<file path="config.mk">
export PLATFORM = sky130hd
export DESIGN_NAME = eth_nib_crc
export DESIGN_NICKNAME = d
export VERILOG_FILES = /design/src/rtl/eth_nib_crc.sv
export SDC_FILE = /design/constraint.sdc
export NUM_CORES = 1
export LEC_CHECK = 0
export BUFFER_PORTS_ARGS = -buffer_cell sky130_fd_sc_hd__buf_4
export CAP_MARGIN = 10
export CELL_PAD_IN_SITES_DETAIL_PLACEMENT = 0
export CELL_PAD_IN_SITES_GLOBAL_PLACEMENT = 1
export CORE_MARGIN = 2
export CORE_UTILIZATION = 38
export DETAILED_ROUTE_END_ITERATION = 12
export GPL_ROUTABILITY_DRIVEN = 0
export GPL_TIMING_DRIVEN = 0
export PLACE_DENSITY = 0.92
export SYNTH_ARGS = -nofsm -noshare
export SYNTH_HDL_FRONTEND = slang
export SYNTH_SLANG_ARGS = --single-unit
</file>
<file path="constraint.sdc">
create_clock -name clk -period 3.3 [get_ports clk]
set_input_delay 0.165 -clock clk [delete_from_list [all_inputs] [get_ports clk]]
set_output_delay 0.165 -clock clk [all_outputs]
set_load 0.05 [all_outputs]
</file>
<file path="src/rtl/eth_nib_crc.sv">
module eth_nib_crc #(
  parameter int          W       = 32,
  parameter logic [W-1:0] POLY    = 32'hEDB88320,
  parameter logic [W-1:0] RESIDUE = 32'hDEBB20E3,
  parameter int          NB      = 4
) (
  input  logic          clk,
  input  logic          rst,
  input  logic          clr,
  input  logic          nib_vld,
  input  logic [NB-1:0] nib,
  output logic [W-1:0]  crc_q,
  output logic [W-1:0]  fcs,
  output logic          fcs_ok
);
  localparam logic [W-1:0] ONES = {W{1'b1}};

  function automatic logic [W-1:0] nib_step(input logic [W-1:0] c, input logic [NB-1:0] d);
    logic [W-1:0] r;
    r = c;
    for (int i = 0; i < NB; i++)
      r = (r >> 1) ^ ((r[0] ^ d[i]) ? POLY : '0);
    return r;
  endfunction

  logic [W-1:0] base;
  assign base = clr ? ONES : crc_q;

  always_ff @(posedge clk) begin
    if (rst)           crc_q <= ONES;
    else if (nib_vld)  crc_q <= nib_step(base, nib);
    else if (clr)      crc_q <= ONES;
  end

  assign fcs    = ~crc_q;
  assign fcs_ok = (crc_q == RESIDUE);

  a_r1_reset_preset: assert property (@(posedge clk) $past(rst) |-> crc_q == ONES);
  a_r2_clear_preset: assert property (@(posedge clk) disable iff (rst)
    (clr && !nib_vld) |=> crc_q == ONES);
  a_r4_idle_hold: assert property (@(posedge clk) disable iff (rst)
    (!clr && !nib_vld) |=> $stable(crc_q));
  a_r9_ok_after_data: assert property (@(posedge clk) disable iff (rst)
    $rose(fcs_ok) |-> $past(nib_vld));
  a_r7_known_state: assert property (@(posedge clk) disable iff (rst)
    !$isunknown(crc_q));
endmodule

</file>
=== Word-level counts from Yosys, hierarchy flattened ===
Index checks and enable logic that the tools add are counted.

* Register bits: 32
* Input bits: 8
* Output and inout bits: 65
* Logic and storage cells: 17

* Mux-type cells: 6
* Equality and inequality tests: 1
* Bitwise logic cells: 9

{| class="wikitable"
|+ Operators by type and width
! operator !! number
|-
| $mux 32 || 6
|-
| $xor 31x32->32 || 4
|-
| $eq 32x32->1 const B || 1
|-
| $not 32->32 || 1
|-
| $xor 1x1->1 || 4
|}

=== Logic depth before layout (Yosys ltp) ===
* Word-level depth: 14
* Depth in mapped cells: 7
* Gate-level depth less buffers: 5

=== Worst setup path after synthesis ===
Ideal clock, no wire load.

* Path kind: reg2out
* Start point: register crc_q[30]
* End point: output port fcs_ok
* Data required time: 3.135 ns
* Stages on the path, launching flop included: 5
* Setup slack: 1.030 ns
* Path buffers: 0
* Arrival: 2.105 ns
* Cells stage by stage: dfxtp_1 inv_1 nor4_1 nand4_1 nor2_1

* Longest elaborated chain between the ends: 1

{| class="wikitable"
|+ Ends and longest elaborated chain
! element !! RTL line !! source
|-
| start, declared || 12 || <nowiki>output logic [W-1:0] crc_q,</nowiki>
|-
| start signal, assigned || 31 || <nowiki>else if (nib_vld) crc_q <= nib_step(base, nib);</nowiki>
|-
| $eq 32x32->1 || 36 || <nowiki>assign fcs_ok = (crc_q == RESIDUE);</nowiki>
|-
| end, declared || 14 || <nowiki>output logic fcs_ok</nowiki>
|}

Every way passes these cells.

=== Final worst setup path ===
* Start point: register crc_q[0]
* End point: output port fcs_ok

The elaborated chain is that of the path after synthesis.

==> flow_metrics.env <==
export IMPL_grt_pass1_vias=2290
export IMPL_peakVddDrop_mv=0.240
export IMPL_pin_count=73
export IMPL_antenna_found_initial=0
export IMPL_final_common_cell="buf_4"
export IMPL_syn_nets=277
export IMPL_max_cap_viol_count=0
export IMPL_worst_skew_pair_late_latency_ps=290
export IMPL_cts_tree="yes"
export IMPL_final_min_clock_period_ps=1990
export IMPL_ant_nets=0
export IMPL_layout_nets=354
export IMPL_hold_path_class="input pin to flip-flop"
export IMPL_tns_ps=0
export IMPL_regMostFlops="crc_q"
export IMPL_place_inst=409
export IMPL_cpLargestDelayFamily="simple AND/OR/NAND/NOR gates"
export IMPL_holdBufCountCts=0
export IMPL_crit_buf_inv=2
export IMPL_postCtsSetupRepairBufs=0
export IMPL_worstMarginPinSlew_ps=620
export IMPL_drt_iter0_markers=178
export IMPL_relSlewSlack_pct=58.5
export IMPL_crit_path_max_incr_delay_ps=510
export IMPL_drt_pass1_iterations=5
export IMPL_endpoint_kind="output pin"
export IMPL_syn_area_um2=2060
export IMPL_initial_core_util_pct=39.9
export IMPL_status="finished, final reports clean"
export IMPL_powerDensity_nw_per_um2=472
export IMPL_drc_errors=0
export IMPL_grt_pass1_wl_um=11500
export IMPL_hold_viol=0
export IMPL_syn_avg_cell_area_um2=7.67
export IMPL_clockRootBuffer="clkbuf_8"
export IMPL_rsz0062_at_grt="false"
export IMPL_final_layout_size_suffix_gt1_share_pct=25.1
export IMPL_portBuffers=70
export IMPL_layout_common_cells="72 x buf_4, 33 x inv_1, 32 x dfxtp_1"
export IMPL_async_flop_share_pct=0
export IMPL_drt_wl_total_um=7060
export IMPL_die_y_um=77.7
export IMPL_post_dp_hpwl_um=5210
export IMPL_ctsHtreeMaxLevel=2
export IMPL_largest_register_ffs=32
export IMPL_cp_max_fo=6
export IMPL_finalSetupViolCount=0
export IMPL_cp_arrival_ps=1820
export IMPL_synth_edff_count=0
export IMPL_critPathRequiredTime_ps=3130
export IMPL_start_kind="flip-flop"
export IMPL_via_per_inst=5.70
export IMPL_cts_resized=0
export IMPL_fin_cells=416
export IMPL_numClockSinks=32
export IMPL_crit_path_top_delay_cell="or4_1"
export IMPL_r2r_slack_ps=1450
export IMPL_num_rows=26
export IMPL_finClkSkew_ps=9.22
export IMPL_synthFlopType="dfxtp_1"
export IMPL_ctsLongestPathBuffers=2
export IMPL_syn_to_final_growth_pct=33.5
export IMPL_yosysWarnings=0
export IMPL_design_die_area_um2=6040
export IMPL_critPathKind="flip-flop to output pin"
export IMPL_overflow=0
export IMPL_fin_ws_ps=1310
export IMPL_slew_viol_final=0
export IMPL_reg_largest_list="crc_q x32"
export IMPL_final_period_utilization_pct=60.3
export IMPL_synth_seq_cells=32
export IMPL_grt_usage_pct=24.1
export IMPL_clk_pin_slew_ps=70
export IMPL_vias=2370
export IMPL_leakagePower_nw=1.35
export IMPL_fmax_mhz=503
export IMPL_cts_buffers=5
export IMPL_core_area_um2=5170
export IMPL_dieWidth_um=77.7
export IMPL_ys_seq_area_share_pct=31.0
export IMPL_wl_per_cell_um=17.0
export IMPL_crit_path_cell_trace="clkbuf_2 -> nand4_1 -> or4_1 -> nor2_1 -> buf_4"
export IMPL_syn_inst=269
export IMPL_place_ws_ps=1470
export IMPL_insertedDiodeCount=0
export IMPL_synth_distinct_cells=47
export IMPL_grt_start_max_net_pins=11
[metrics by stage]
| stage | total power [mW] | util (%) | hold WS (ps) | area (um^2) |
|---|---|---|---|---|
| global route | 1.36 | 53.3 | 126 | 2760 |
| finish | 1.30 | 53.3 | 116 | 2760 |
| floorplan | 0.847 | - | 251 | 2060 |
| CTS | 1.30 | 53.3 | 97.0 | 2760 |
| global placement | 1.01 | 51.8 | 393 | 2680 |
| detailed placement | 1.01 | 51.8 | 402 | 2680 |
[synth_stat cells, drive strengths merged, types with 3 or more instances]
cell type,number,share of area (%)
clkbuf,13,2.4
o22ai,6,1.8
buf,8,2.2
inv,33,6.0
nand2,27,5.0
o21a,3,1.1
nand4,5,1.5
and2,3,0.91
xnor2,5,2.1
nor3,9,2.2
a21o,4,1.5
dfxtp,32,31
nor3b,7,2.5
xor2,3,1.6
o21ai,23,5.6
o22a,5,2.1
nor2,25,4.9
o32ai,6,2.5
nor4,4,1.2
a41oi,4,1.7
xnor3,3,3.3
o211ai,15,5.5
and3b,3,1.3
[power by group]
| part | internal, mW | leakage [nW] | switching (mW) | total (mW) |
|---|---|---|---|---|
| combinational | 0.176 | 1.04 | 0.370 | 0.546 |
| clock | 0.143 | 0.0410 | 0.150 | 0.294 |
| sequential | 0.417 | 0.264 | 0.0444 | 0.461 |
[worst register-to-register path: stages (launching register included)]
cell     delay, ps
dfxtp_1        390
or3_4          450
nand2_2        120
xnor3_1        470
nor3b_1        220
o21ai_1         90
[worst paths after layout]
check / start / to / depth (start not counted)
setup / recovery: crc_q[0]$_SDFF_PP1_ / fcs_ok / 5
hold / removal: rst / crc_q[14]$_SDFF_PP1_ / 2
setup reg to reg: crc_q[1]$_SDFF_PP1_ / crc_q[18]$_SDFF_PP1_ / 5
hold reg to reg: crc_q[5]$_SDFF_PP1_ / crc_q[1]$_SDFF_PP1_ / 2
[final cells by class]
class / count / area, um^2
fillers: 512 / 2420
multi-input cells: 183 / 1200
flip-flops and latches: 32 / 641
repair buffers: 70 / 526
inverters: 33 / 124
plain buffers: 21 / 96.3
well taps: 70 / 87.6
clock buffers: 6 / 72.6
clock inverters: 1 / 5.00
[per-layer routing]
layer | track usage [%] | vias to the layer above | wire, um
met5 | 0 | - | 0
met4 | 10.7 | 0 | 140
met3 | 5.70 | 17 | 688
met2 | 38.4 | 159 | 3300
met1 | 30.7 | 1091 | 2930
li1 | - | 1103 | -
[kinds of logic (layout without fill, tap and decap cells)]
kind of cell / after synthesis / count (layout) / synth area share, %
AND/OR/NAND/NOR: 88 / 88 / 21.4
AO/OA/AOI/OAI: 82 / 82 / 27.6
buffers and inverters: 54 / 131 / 10.7
flip-flops: 32 / 32 / 31.0
XOR/XNOR: 13 / 13 / 9.33
No activity file was read; power rests on OpenSTA's default activity.
